<file path="config.mk">
export PLATFORM = sky130hd
export DESIGN_NAME = phy_bringup_seq
export DESIGN_NICKNAME = d
export VERILOG_FILES = /design/src/rtl/phy_bringup_pkg.sv /design/src/rtl/phy_poll_timer.sv /design/src/rtl/phy_xact_engine.sv /design/src/rtl/phy_seq_ctrl.sv /design/src/rtl/phy_bringup_seq.sv
export SDC_FILE = /design/constraint.sdc
export NUM_CORES = 1
export LEC_CHECK = 0
export BUFFER_PORTS_ARGS = -buffer_cell sky130_fd_sc_hd__buf_2
export CAP_MARGIN = 10
export CORE_MARGIN = 1.5
export CORE_UTILIZATION = 53
export DETAILED_ROUTE_END_ITERATION = 16
export PLACE_DENSITY = 0.75
export REMOVE_ABC_BUFFERS = 1
export SYNTH_ARGS = -nofsm -noshare
export SYNTH_HDL_FRONTEND = slang
export SYNTH_SLANG_ARGS = --single-unit
</file>
<file path="constraint.sdc">
create_clock -name clk -period 2.48 [get_ports clk]
set_input_delay 0.248 -clock clk [delete_from_list [all_inputs] [get_ports clk]]
set_output_delay 0.248 -clock clk [all_outputs]
set_load 0.03 [all_outputs]
</file>
<file path="src/rtl/phy_bringup_pkg.sv">
package phy_bringup_pkg;

    localparam int REG_AW = 8;
    localparam int REG_DW = 8;

    typedef enum logic [1:0] {
        K_RMW   = 2'd0,
        K_POLL  = 2'd1,
        K_WRITE = 2'd2
    } step_kind_e;

    typedef struct packed {
        step_kind_e          kind;
        logic [REG_AW-1:0]   addr;
        logic [REG_DW-1:0]   mask;
    } step_t;

    typedef struct packed {
        logic                wr;
        logic [REG_AW-1:0]   addr;
        logic [REG_DW-1:0]   data;
    } xact_t;

    typedef enum logic [2:0] {
        S_IDLE    = 3'd0,
        S_RD_GO   = 3'd1,
        S_RD_WAIT = 3'd2,
        S_WR_GO   = 3'd3,
        S_WR_WAIT = 3'd4
    } seq_state_e;

    localparam int NUM_STEPS = 13;
    localparam int IDX_W     = $clog2(NUM_STEPS);

    localparam logic [REG_AW-1:0] CAL_REG  = 8'h03;
    localparam logic [REG_AW-1:0] MODE_REG = 8'h11;
    localparam logic [REG_DW-1:0] MODE_VAL = 8'h04;

    // Fixed bring-up chain; the order is the behaviour.
    function automatic step_t step_at(input logic [IDX_W-1:0] idx);
        step_t s;
        case (idx)
            4'd0:    s = '{K_RMW,   8'h01, 8'h42};
            4'd1:    s = '{K_RMW,   8'h02, 8'h02};
            4'd2:    s = '{K_POLL,  CAL_REG, 8'h10};
            4'd3:    s = '{K_RMW,   8'h06, 8'h03};
            4'd4:    s = '{K_RMW,   8'h08, 8'h02};
            4'd5:    s = '{K_RMW,   8'h20, 8'h01};
            4'd6:    s = '{K_RMW,   8'h07, 8'hFF};
            4'd7:    s = '{K_RMW,   8'h09, 8'hFF};
            4'd8:    s = '{K_RMW,   8'h21, 8'hFF};
            4'd9:    s = '{K_RMW,   8'h22, 8'h01};
            4'd10:   s = '{K_RMW,   8'h23, 8'h01};
            4'd11:   s = '{K_RMW,   8'h0F, 8'h07};
            default: s = '{K_WRITE, MODE_REG, MODE_VAL};
        endcase
        return s;
    endfunction

endpackage

</file>
<file path="src/rtl/phy_poll_timer.sv">
module phy_poll_timer #(
    parameter int LIMIT = 2000
) (
    input  logic clk,
    input  logic rst,
    input  logic active,
    output logic expired
);
    localparam int CW = $clog2(LIMIT + 1);

    logic [CW-1:0] cnt_q;

    always_ff @(posedge clk) begin
        if (rst || !active) begin
            cnt_q <= '0;
        end else if (cnt_q != CW'(LIMIT)) begin
            cnt_q <= cnt_q + 1'b1;
        end
    end

    assign expired = (cnt_q == CW'(LIMIT));


    timer_restart_chk: assert property (@(posedge clk) disable iff (rst)
        !active |=> !expired);

endmodule

</file>
<file path="src/rtl/phy_xact_engine.sv">
module phy_xact_engine
    import phy_bringup_pkg::*;
#(
    parameter int ACC_LIMIT = 64
) (
    input  logic              clk,
    input  logic              rst,
    input  logic              go,
    input  xact_t             cmd,
    output logic              phy_req,
    output logic              phy_wr,
    output logic [REG_AW-1:0] phy_addr,
    output logic [REG_DW-1:0] phy_wdata,
    input  logic              phy_ack,
    input  logic              phy_err,
    input  logic [REG_DW-1:0] phy_rdata,
    output logic              xdone,
    output logic              xfail,
    output logic [REG_DW-1:0] xrdata
);
    localparam int CW = $clog2(ACC_LIMIT + 1);

    logic              req_q;
    xact_t             cmd_q;
    logic [CW-1:0]     wait_q;
    logic              done_q;
    logic              fail_q;
    logic [REG_DW-1:0] rdata_q;

    always_ff @(posedge clk) begin
        if (rst) begin
            req_q   <= 1'b0;
            cmd_q   <= '0;
            wait_q  <= '0;
            done_q  <= 1'b0;
            fail_q  <= 1'b0;
            rdata_q <= '0;
        end else begin
            done_q <= 1'b0;
            fail_q <= 1'b0;
            if (!req_q) begin
                if (go) begin
                    req_q  <= 1'b1;
                    cmd_q  <= cmd;
                    wait_q <= '0;
                end
            end else if (phy_ack) begin
                req_q   <= 1'b0;
                done_q  <= 1'b1;
                fail_q  <= phy_err;
                rdata_q <= phy_rdata;
            end else if (wait_q == CW'(ACC_LIMIT - 1)) begin
                req_q  <= 1'b0;
                done_q <= 1'b1;
                fail_q <= 1'b1;
            end else begin
                wait_q <= wait_q + 1'b1;
            end
        end
    end

    assign phy_req   = req_q;
    assign phy_wr    = cmd_q.wr;
    assign phy_addr  = cmd_q.addr;
    assign phy_wdata = cmd_q.data;
    assign xdone     = done_q;
    assign xfail     = fail_q;
    assign xrdata    = rdata_q;


    req_hold_chk: assert property (@(posedge clk) disable iff (rst)
        phy_req && !phy_ack |=> $stable(phy_addr) && $stable(phy_wr) && $stable(phy_wdata));


    no_cal_write_chk: assert property (@(posedge clk) disable iff (rst)
        phy_req && phy_wr |-> phy_addr != CAL_REG);


    mode_value_chk: assert property (@(posedge clk) disable iff (rst)
        phy_req && phy_addr == MODE_REG |-> phy_wr && phy_wdata == MODE_VAL);

endmodule

</file>
<file path="src/rtl/phy_seq_ctrl.sv">
module phy_seq_ctrl
    import phy_bringup_pkg::*;
(
    input  logic              clk,
    input  logic              rst,
    input  logic              start,
    input  logic              xdone,
    input  logic              xfail,
    input  logic [REG_DW-1:0] xrdata,
    input  logic              poll_expired,
    output logic              go,
    output xact_t             cmd,
    output logic              poll_active,
    output logic              done,
    output logic              err
);
    localparam logic [IDX_W-1:0] LAST_IDX = IDX_W'(NUM_STEPS - 1);

    seq_state_e        state_q;
    logic [IDX_W-1:0]  idx_q;
    logic [REG_DW-1:0] wval_q;
    logic              done_q;
    logic              err_q;

    step_t step;
    logic  in_wait;
    logic  hit;
    logic  advance;
    logic  abort;

    always_comb begin
        step        = step_at(idx_q);
        in_wait     = (state_q == S_RD_WAIT) || (state_q == S_WR_WAIT);
        hit         = (xrdata & step.mask) != '0;
        poll_active = ((state_q == S_RD_GO) || (state_q == S_RD_WAIT)) && (step.kind == K_POLL);

        advance = xdone && !xfail &&
                  ((state_q == S_WR_WAIT) ||
                   (state_q == S_RD_WAIT && step.kind == K_POLL && hit));
        abort   = xdone && in_wait &&
                  (xfail || (state_q == S_RD_WAIT && step.kind == K_POLL && !hit && poll_expired));

        go       = (state_q == S_RD_GO) || (state_q == S_WR_GO);
        cmd.addr = step.addr;
        if (state_q == S_WR_GO) begin
            cmd.wr   = 1'b1;
            cmd.data = wval_q;
        end else if (step.kind == K_WRITE) begin
            cmd.wr   = 1'b1;
            cmd.data = step.mask;
        end else begin
            cmd.wr   = 1'b0;
            cmd.data = '0;
        end
    end

    always_ff @(posedge clk) begin
        if (rst) begin
            state_q <= S_RD_GO;
            idx_q   <= '0;
            wval_q  <= '0;
            done_q  <= 1'b0;
            err_q   <= 1'b0;
        end else begin
            done_q <= 1'b0;
            if (abort) begin
                err_q   <= 1'b1;
                state_q <= S_IDLE;
            end else if (advance) begin
                if (idx_q == LAST_IDX) begin
                    done_q  <= 1'b1;
                    state_q <= S_IDLE;
                end else begin
                    idx_q   <= idx_q + 1'b1;
                    state_q <= S_RD_GO;
                end
            end else begin
                case (state_q)
                    S_IDLE: begin
                        if (start) begin
                            err_q   <= 1'b0;
                            idx_q   <= '0;
                            state_q <= S_RD_GO;
                        end
                    end
                    S_RD_GO: begin
                        state_q <= (step.kind == K_WRITE) ? S_WR_WAIT : S_RD_WAIT;
                    end
                    S_RD_WAIT: begin
                        if (xdone) begin
                            if (step.kind == K_POLL) begin
                                state_q <= S_RD_GO;
                            end else begin
                                wval_q  <= xrdata | step.mask;
                                state_q <= S_WR_GO;
                            end
                        end
                    end
                    S_WR_GO: begin
                        state_q <= S_WR_WAIT;
                    end
                    default: ;
                endcase
            end
        end
    end

    assign done = done_q;
    assign err  = err_q;


    done_single_chk: assert property (@(posedge clk) disable iff (rst)
        done |=> !done);


    done_clean_chk: assert property (@(posedge clk) disable iff (rst)
        done |-> !err);


    err_sticky_chk: assert property (@(posedge clk) disable iff (rst)
        err && !start |=> err);


    one_outstanding_chk: assert property (@(posedge clk) disable iff (rst)
        go |-> !xdone);

endmodule

</file>
<file path="src/rtl/phy_bringup_seq.sv">
module phy_bringup_seq
    import phy_bringup_pkg::*;
#(
    parameter int POLL_LIMIT = 2000,
    parameter int ACC_LIMIT  = 64
) (
    input  logic              clk,
    input  logic              rst,
    input  logic              start,
    output logic              phy_req,
    output logic              phy_wr,
    output logic [REG_AW-1:0] phy_addr,
    output logic [REG_DW-1:0] phy_wdata,
    input  logic              phy_ack,
    input  logic              phy_err,
    input  logic [REG_DW-1:0] phy_rdata,
    output logic              done,
    output logic              err
);
    logic              go;
    xact_t             cmd;
    logic              xdone;
    logic              xfail;
    logic [REG_DW-1:0] xrdata;
    logic              poll_active;
    logic              poll_expired;

    phy_seq_ctrl u_ctrl (
        .clk          (clk),
        .rst          (rst),
        .start        (start),
        .xdone        (xdone),
        .xfail        (xfail),
        .xrdata       (xrdata),
        .poll_expired (poll_expired),
        .go           (go),
        .cmd          (cmd),
        .poll_active  (poll_active),
        .done         (done),
        .err          (err)
    );

    phy_xact_engine #(.ACC_LIMIT(ACC_LIMIT)) u_xact (
        .clk       (clk),
        .rst       (rst),
        .go        (go),
        .cmd       (cmd),
        .phy_req   (phy_req),
        .phy_wr    (phy_wr),
        .phy_addr  (phy_addr),
        .phy_wdata (phy_wdata),
        .phy_ack   (phy_ack),
        .phy_err   (phy_err),
        .phy_rdata (phy_rdata),
        .xdone     (xdone),
        .xfail     (xfail),
        .xrdata    (xrdata)
    );

    phy_poll_timer #(.LIMIT(POLL_LIMIT)) u_timer (
        .clk     (clk),
        .rst     (rst),
        .active  (poll_active),
        .expired (poll_expired)
    );

endmodule

</file>
==> reports/results.ini, run 1 <==
[power]
clock_power_share=0.331
powerDensity_nw_per_um2=856.7
power.internal_mw=2.313
seq_power_share=0.403
p_leak_nw=1.552
power_switching_mw=1.097
ir_drop_mv=0.6758
sw_frac_of_total=0.3217
pwr-share-comb=0.266

[setup_path]
crit_fanout=5
path_delay_family=compound AO/OA/AOI/OAI gates
crit_path_max_incr_delay_ns=0.36
crit_buf_inv=1
crit_arrival_ns=2.55
worstSetupStartpointType=flip-flop
crit_required_ns=2.75
r2r_slack_ns=0.21
path_cells=a222oi_1 > and4b_4 > or3_1 > o211ai_2 > a21oi_2 > inv_2 > ha_1 > mux2_2 > o21ai_2
cp_slowest_cell=a222oi_1
worstSetupEndpointType=flip-flop
critical_path_class=reg -> reg

[logic_synthesis]
yosys.area.top_type=dfxtp_1
synth_ff_type=dfxtp_1
syn_avg_cell_area_um2=8.746
synth_seq_cells=74
ys_top_cells_by_area=dfxtp_1 43%, nor2_1 5.4%, nand2_1 5.2%, a21oi_1 4.5%, ha_1 4.3%
synth_edf_count=0
synth_area_um2=3455
ys_types=64
synth_top_area_share=0.4288
ys_warn_count=0
synthTopCellsByCount=74 x dfxtp_1, 50 x nor2_1, 48 x nand2_1
async_reset_ff_frac=0
seq_area_frac_synth=0.4288
synth.most_common_cell=dfxtp_1
syn_inst=395

[detailed_routing]
route.antenna.remaining_nets=0
drcViolationCount=0
vias=2869
vias_per_cell=5.549
wl_mm=7.604
drt_iter0_drc=182
drt_pre_antenna_iters=4
wl_per_cell_um=14.71

[clock_network]
clkSinkCount=74
numCtsBuffers=9
tritoncts=yes
postCtsSetupBuffers=0
cts_buffer_depth=2
htree_levels=3
cts_root_buf=clkbuf_8
worstSkewPairLatency_ns=0.35
path_clk_slew_ns=0.08

[finish]
fin_nets=460
drive_gt1_frac=0.2159
fillers=546
synthToLayoutAreaGrowth_pct=15.21
fin_util=0.6304
antennaDiodeCount=0

[sta]
finalSetupViolCount=0
max_slew_margin=0.6074
max_freq_mhz=440.0
fin_worst_skew_ns=0.01232
rsz0062_at_grt=false
hold_violations=0
tns_ns=0
finalCriticalPeriod_ns=2.273
worst_pin_slew_ns=0.5883
drv_slew=0
period_share=0.9165

[placed_design]
port_buffers=30
gp_congestion=0.9135
dp_hpwl_mm=5.424

[global_routing]
grt-ovfl-total=0
grt_pass1_vias=2788
antenna_found_initial=0
grt_max_degree=30
grt_use_total=0.2283
grt_pass1_wl_mm=12.84

[die]
io_pins=33
die-area_um2=7012
rows=29
die_w_um=83.74
initial_core_util=0.5472
core_area_um2=6314
die_h_um=83.74

[worst_hold_path]
hold_class=in -> reg

[flow_run]
drv_cap=0

[status]
status=completed

[final cells by class]
cell class | instances | area, um2 | area share
clock inverter | 4 | 98.84 | 0.02483
clock buffer | 12 | 145.1 | 0.03647
inverter | 12 | 52.55 | 0.01320
timing repair buffer | 48 | 285.3 | 0.07168
multi-input combinational | 290 | 1821 | 0.4574
tap | 77 | 96.34 | 0.02421
sequential | 74 | 1481 | 0.3722
[flip-flops by register name, indices dropped and copies added, names as in the netlist, 4 cells and up]
signal / cells
u_xact.wait_q: 7
u_xact.phy_wdata: 8
u_timer.cnt_q: 11
u_ctrl.step: 13
u_xact.phy_addr: 6
u_xact.xrdata: 8
u_ctrl.idx_q: 4
u_ctrl.wval_q: 8
[through the flow]
stage                     instances  area (um2)  total power [mW]  setup WS [ns]  hold slack (ns)
after CTS                       517        3968             3.428        0.06906           0.1321
final                           517        3980             3.410         0.2071           0.1461
after floorplan                 376        3342             1.962        0.02777           0.3171
after global routing            517        3980             3.587        0.04127           0.1360
after global placement          501        3724             2.270         0.2225           0.4274
after detailed placement        501        3724             2.294         0.1193           0.4332
[power by group through the flow]
stage,combinational [mW],clock (mW),sequential (mW)
final,0.908,1.13,1.37
after global placement,0.878,0,1.39
after CTS,0.905,1.15,1.37
after detailed placement,0.898,0,1.40
after floorplan,0.422,0,1.54
after global routing,0.997,1.20,1.39
[worst register-to-register path, cell delays in order (launching register included)]
cell and delay, ns:
dfxtp_1 0.34, a222oi_1 0.36, and4b_4 0.32, or3_1 0.14
o211ai_2 0.10, a21oi_2 0.27, inv_2 0.10, ha_1 0.20
mux2_2 0.26, o21ai_2 0.10
[cell families (layout without fill, tap and decap cells)]
family / Yosys count / count (layout) / share of synthesized area
simple gates: 172 / 172 / 0.2524
compound gates: 77 / 77 / 0.1496
flops: 74 / 74 / 0.4288
buf+inv: 32 / 76 / 0.04889
xor+xnor: 16 / 16 / 0.04057
fa+ha+maj: 12 / 12 / 0.04346
mux: 11 / 11 / 0.03513
other cells: 1 / 2 / 0.001086
[final timing paths]
kind / startpoint / endpoint / cells after the start
hold / removal: phy_rdata[2] / u_xact.xrdata[2]$_SDFFE_PP0P_ / 3
hold reg to reg: u_ctrl.step[9]$_DFF_P_ / u_xact.phy_addr[1]$_SDFFE_PP0P_ / 2
setup / recovery: u_xact.xrdata[4]$_SDFFE_PP0P_ / u_ctrl.step[1]$_DFF_P_ / 9
setup reg to reg: u_xact.xrdata[4]$_SDFFE_PP0P_ / u_ctrl.step[1]$_DFF_P_ / 9
[timing repair]
item,in CTS,in global routing
resized for setup,0,5
hold buffers,0,0
endpoints found under the setup margin,0,11
[metal layers]
layer,global-route usage,share of wire,up-vias
li1,-,-,1444
met1,0.2757,0.44,1349
met2,0.3930,0.49,64
met3,0.05638,0.049,12
met4,0.08495,0.016,0
met5,0,0,-
[cell usage in the layout, fill, tap and decap left out, types with 3 or more instances in the layout]
cell       count
dfxtp_1       74
nand2_1       48
nor2_1        47
a21oi_1       31
buf_2         30
nand3_1       25
buf_4         18
ha_1          12
clkbuf_8      10
inv_1          9
and3_1         9
a211oi_1       9
mux2i_1        8
xor2_1         8
xnor2_1        8
o21ai_0        7
nor2b_1        5
a31oi_1        5
nand4_1        5
nand2b_1       4
o21ai_2        4
nor2_2         3
nand3b_1       3
a21oi_2        3
o31ai_1        3
nor3_1         3
bufinv_16      3
(Power assumes the default switching activity.)
==> inputs of run 2 (changes only) <==
- CTS_BUF_LIST: not set -> sky130_fd_sc_hd__clkbuf_16
==> run 2 against run 1 <==
Die area unchanged. Clock power up 29%. Sequential power about the same. Largest cell class unchanged. Largest power group is now the clock network.
==> reports/results.ini, run 2 (same netlist as run 1, synthesis figures left out) <==
[clock_network]
cts_root_buf=clkbuf_16
tritoncts=yes
numCtsBuffers=9  ; unchanged
path_clk_slew_ns=0.06  ; -0.02 ns
clkSinkCount=74  ; unchanged
cts_buffer_depth=2  ; unchanged
postCtsSetupBuffers=0  ; unchanged
hold_buffers=0  ; unchanged
worstSkewPairLatency_ns=0.33  ; -0.02 ns
htree_levels=3  ; unchanged

[flow_run]
drv_cap=0  ; unchanged

[sta]
finalSetupViolCount=0  ; unchanged
tns_ns=0  ; unchanged
period_share=0.9195  ; +0.002975
max_freq_mhz=438.5  ; -0.32%
whs_ns=0.1622  ; +0.01610 ns
drv_slew=0  ; unchanged
finalCriticalPeriod_ns=2.280  ; +0.007379 ns
rsz0062_at_grt=false
max_slew_margin=0.6068  ; about the same
hold_violations=0  ; unchanged
worst_pin_slew_ns=0.5892  ; +0.0008687 ns
fin_worst_skew_ns=0.005724  ; -0.006591 ns
setup_ws_ns=0.1997  ; -0.007379 ns

[setup_path]
worstSetupStartpointType=flip-flop
crit_fanout=5  ; unchanged
crit_arrival_ns=2.54  ; about the same
critical_path_class=reg -> reg
worstSetupEndpointType=flip-flop
cp_slowest_cell=dfxtp_1
crit_required_ns=2.74  ; about the same
crit_path_max_incr_delay_ns=0.38  ; +0.02 ns
path_cells=nor3b_2 > and4b_4 > nor3_4 > nand2_1 > mux2i_1 > nor2_2 > inv_1 > ha_1 > mux2_2 > o21ai_2

[detailed_routing]
drcViolationCount=0  ; unchanged
drt_iter0_drc=207  ; +14%
wl_per_cell_um=14.81  ; +0.68%
drt_pre_antenna_iters=4  ; unchanged
vias=2917  ; +1.7%
wl_mm=7.656  ; +0.68%
route.antenna.remaining_nets=0  ; unchanged
vias_per_cell=5.642  ; +1.7%

[placed_design]
dp_hpwl_mm=5.424  ; unchanged
place_area_um2=3724  ; unchanged
dpl.cell_count=501  ; unchanged
pre_cts_ws_ns=0.1193  ; unchanged
gp_congestion=0.9135  ; unchanged
port_buffers=30  ; unchanged

[global_routing]
met1_usage=0.2763  ; +0.0006266
grt_use_total=0.2325  ; +0.004189
met2_usage=0.3996  ; +0.006598
grt_max_degree=30  ; unchanged
top_usage_layer=met2
gr-usage-met3=0.05440  ; -0.001978
antenna_found_initial=0  ; unchanged
grt_pass1_wl_mm=13.00  ; +1.2%
grt_pass1_vias=2827  ; +1.4%
grt-ovfl-total=0  ; unchanged

[finish]
final_cell_mix=74 x dfxtp_1, 48 x nor2_1, 48 x nand2_1, 31 x a21oi_1, 30 x buf_2
fillers=531  ; -2.7%
synthToLayoutAreaGrowth_pct=17.78
layout.cells.non_filler=517  ; unchanged
fin_util=0.6445  ; +0.01407
largest_register_ffs=13  ; unchanged
fin_nets=460  ; unchanged
antennaDiodeCount=0  ; unchanged
final_common_cell=dfxtp_1
drive_gt1_frac=0.2114  ; -0.004545
design_area_um2=4069  ; +2.2%

[status]
status=completed

[power]
sw_frac_of_total=0.3078  ; -0.01388
design_power_total_mw=3.738  ; +9.6%
power.internal_mw=2.587  ; +12%
seq_power_share=0.368  ; -0.035
p_leak_nw=1.601  ; +3.2%
pwr-share-comb=0.243  ; -0.023
ir_drop_mv=0.6707  ; -0.76%
powerDensity_nw_per_um2=918.6  ; +7.2%
clock_power_share=0.389  ; +0.058
power_switching_mw=1.151  ; +4.9%

[die]
core_area_um2=6314  ; unchanged
initial_core_util=0.5472  ; unchanged
die_w_um=83.74  ; unchanged
rows=29  ; unchanged
die-area_um2=7012  ; unchanged
die_h_um=83.74  ; unchanged
io_pins=33  ; unchanged

[worst_hold_path]
hold_class=in -> reg

[run 2: changes by cell type in the layout (fill, tap and decap cells not counted), sizes merged]
cell / before / now
clkbuf: 12 / 9
clkinv: 1 / 2
inv: 12 / 14
[run 2: worst max-delay path: cells and delay by family, from the launching register on]
kind	cells	cell delay, ns
AND/OR/NAND/NOR	5	0.99
multiplexers	2	0.43
flip-flops	1	0.38
adder cells (fa/ha/maj)	1	0.20
buffers and inverters	1	0.11
AO/OA/AOI/OAI	1	0.10
[run 2: path summary, 6_finish.rpt]
kind | slack [ns] | depth (start not counted) | to | start
setup reg to reg | 0.20 | 10 | u_ctrl.step[1]$_DFF_P_ | u_ctrl.state_q[2]$_SDFFE_PP0P_
hold / removal | 0.16 | 3 | u_xact.xrdata[2]$_SDFFE_PP0P_ | phy_rdata[2]
hold reg to reg | 0.44 | 2 | u_xact.phy_addr[3]$_SDFFE_PP0P_ | u_ctrl.step[11]$_DFF_P_
setup / recovery | 0.20 | 10 | u_ctrl.step[1]$_DFF_P_ | u_ctrl.state_q[2]$_SDFFE_PP0P_
[run 2: layout make-up]
class	instances	area, um2	area share
repair buffers	48	285.3	0.07011
inverters	12	52.55	0.01292
multi-input cells	290	1818	0.4468
well taps	77	96.34	0.02368
clock buffers	9	225.2	0.05535
clock inverters	7	110.1	0.02706
flip-flops and latches	74	1481	0.3641
[run 2: timing repair]
item	4_1_cts	5_1_grt
gates resized for setup	0	4
endpoints found under the setup margin	0	14
hold endpoints to repair	0	0
[run 2: per-layer routing]
metal	vias to the layer above	share of wire
met4	0	0.024
met5	-	0
li1	1445	-
met1	1382	0.45
met2	75	0.49
met3	15	0.036
[run 2: power groups by stage]
stage / logic (mW) / registers, mW / clock network (mW)
after detailed placement: 0.898 / 1.40 / 0
after global routing: 0.999 / 1.39 / 1.52
after floorplan: 0.422 / 1.54 / 0
after global placement: 0.878 / 1.39 / 0
after CTS: 0.909 / 1.37 / 1.47
final: 0.907 / 1.38 / 1.46
==> inputs of run 3 (changes only) <==
- MAX_ROUTING_LAYER: not set -> met4
==> run 3 against run 2 <==
Combinational power grew 0.4%. Routed wire length up 0.44%. Sequential share of layout area did not move. Clock skew up 0.00076 ns. Utilization stayed put. Setup slack better by 0.0025 ns. Hold slack better by 0.0014 ns. Fmax increased by 0.11%. Cell count unchanged. Flip-flop and latch count is the same. Sequential power about the same. Register-to-register slack about the same. Critical path type unchanged.
==> reports/results.ini, run 3 (same netlist as run 1, synthesis figures left out) <==
[status]
status=completed

[clock_network]
hold_buffers=0  ; unchanged
postCtsSetupBuffers=0  ; unchanged
cts_root_buf=clkbuf_16
cts_buffer_depth=2  ; unchanged
path_clk_slew_ns=0.06  ; about the same
htree_levels=3  ; unchanged
tritoncts=yes
clkSinkCount=74  ; unchanged
numCtsBuffers=9  ; unchanged
cts_resized=0  ; unchanged
worstSkewPairLatency_ns=0.33  ; about the same

[global_routing]
grt_max_degree=30  ; unchanged
grt_pass1_wl_mm=13.01  ; about the same
antenna_found_initial=0  ; unchanged
grt-ovfl-total=0  ; unchanged
grt_pass1_vias=2824  ; -0.11%
grt_use_total=0.2391  ; +0.006612

[setup_path]
crit_buf_inv=1  ; unchanged
worstSetupStartpointType=flip-flop
crit_path_max_incr_delay_ns=0.38  ; about the same
worstSetupEndpointType=flip-flop
crit_arrival_ns=2.54  ; about the same
crit_required_ns=2.74  ; about the same
cp_slowest_cell=dfxtp_1
path_delay_family=simple AND/OR/NAND/NOR gates
critical_path_class=reg -> reg
path_cells=nor3b_2 > and4b_4 > nor3_4 > nand2_1 > mux2i_1 > nor2_2 > inv_1 > ha_1 > mux2_2 > o21ai_2
crit_fanout=5  ; unchanged
r2r_slack_ns=0.20  ; about the same

[power]
design_power_total_mw=3.744  ; +0.16%
clock_power_share=0.389  ; about the same
sw_frac_of_total=0.3089  ; +0.001050
power_switching_mw=1.156  ; +0.50%
power.internal_mw=2.587  ; about the same
powerDensity_nw_per_um2=920.1  ; +0.16%
seq_power_share=0.367  ; about the same
ir_drop_mv=0.6744  ; +0.56%
p_leak_nw=1.601  ; unchanged
pwr-share-comb=0.243  ; about the same

[die]
core_area_um2=6314  ; unchanged
initial_core_util=0.5472  ; unchanged
die-area_um2=7012  ; unchanged
rows=29  ; unchanged
io_pins=33  ; unchanged
die_w_um=83.74  ; unchanged
die_h_um=83.74  ; unchanged

[detailed_routing]
drt_pre_antenna_iters=4  ; unchanged
drcViolationCount=0  ; unchanged
wl_mm=7.690  ; +0.44%
vias_per_cell=5.615  ; -0.48%
route.antenna.remaining_nets=0  ; unchanged
drt_iter0_drc=199  ; -3.9%
wl_per_cell_um=14.87  ; +0.44%
vias=2903  ; -0.48%

[sta]
worst_pin_slew_ns=0.5789  ; -0.01022 ns
tns_ns=0  ; unchanged
max_freq_mhz=439.0  ; +0.11%
drv_slew=0  ; unchanged
hold_violations=0  ; unchanged
finalCriticalPeriod_ns=2.278  ; -0.002485 ns
rsz0062_at_grt=false
setup_ws_ns=0.2022  ; +0.002485 ns
finalSetupViolCount=0  ; unchanged
period_share=0.9185  ; -0.001002
max_slew_margin=0.6136  ; +0.006823
fin_worst_skew_ns=0.006480  ; +0.0007559 ns

[finish]
layout.cells.non_filler=517  ; unchanged
drive_gt1_frac=0.2114  ; unchanged
synthToLayoutAreaGrowth_pct=17.78  ; unchanged
final_common_cell=dfxtp_1
antennaDiodeCount=0  ; unchanged
fin_util=0.6445  ; unchanged
fin_nets=460  ; unchanged
final_cell_mix=74 x dfxtp_1, 48 x nor2_1, 48 x nand2_1, 31 x a21oi_1, 30 x buf_2
largest_register_ffs=13  ; unchanged

[placed_design]
dp_hpwl_mm=5.424  ; unchanged
port_buffers=30  ; unchanged
gp_congestion=0.9294  ; +1.7%
pre_cts_ws_ns=0.1193  ; unchanged
dpl.cell_count=501  ; unchanged

[flow_run]
drv_cap=0  ; unchanged

[worst_hold_path]
hold_class=in -> reg

-- run 3: cell counts in the layout (fill, tap and decap cells not counted) --
Identical to the previous run, type by type.
-- run 3: metal layers --
metal | GRT usage | vias up | share of wire
met4 | 0.08495 | 0 | 0.019
li1 | - | 1447 | -
met3 | 0.06627 | 15 | 0.042
met2 | 0.3996 | 68 | 0.49
met1 | 0.2763 | 1373 | 0.45
met5 | - | - | 0
-- run 3: cell type report --
class / instances / area, um2
Fill cell: 531 / 2245
Multi-Input combinational cell: 290 / 1818
Sequential cell: 74 / 1481
Timing Repair Buffer: 48 / 285.3
Clock buffer: 9 / 225.2
Clock inverter: 7 / 110.1
Tap cell: 77 / 96.34
Inverter: 12 / 52.55
-- run 3: power groups by stage --
stage	clock network (mW)	logic, mW	registers (mW)
final	1.46	0.911	1.38
after global routing	1.52	0.999	1.39
after CTS	1.47	0.909	1.37
after detailed placement	0	0.898	1.40
after global placement	0	0.878	1.39
after floorplan	0	0.422	1.54
-- run 3: through the flow --
step	hold WS, ns	instance area [um2]
global placement	0.4274	3724
global route	0.1652	4069
floorplan	0.3171	3342
finish	0.1636	4069
detailed placement	0.4332	3724
CTS	0.1604	4059
-- run 3: path summary, 6_finish.rpt --
kind,start,end,depth (start not counted)
setup / recovery,u_ctrl.state_q[2]$_SDFFE_PP0P_,u_ctrl.step[1]$_DFF_P_,10
hold / removal,phy_rdata[2],u_xact.xrdata[2]$_SDFFE_PP0P_,3
setup reg to reg,u_ctrl.state_q[2]$_SDFFE_PP0P_,u_ctrl.step[1]$_DFF_P_,10
hold reg to reg,u_ctrl.step[11]$_DFF_P_,u_xact.phy_addr[3]$_SDFFE_PP0P_,2
-- run 3: tightest hold or removal path, delay by kind of cell --
kind	cells	cell delay [ns]
buf+inv	1	0.09
compound gates	1	0.05
simple gates	1	0.05
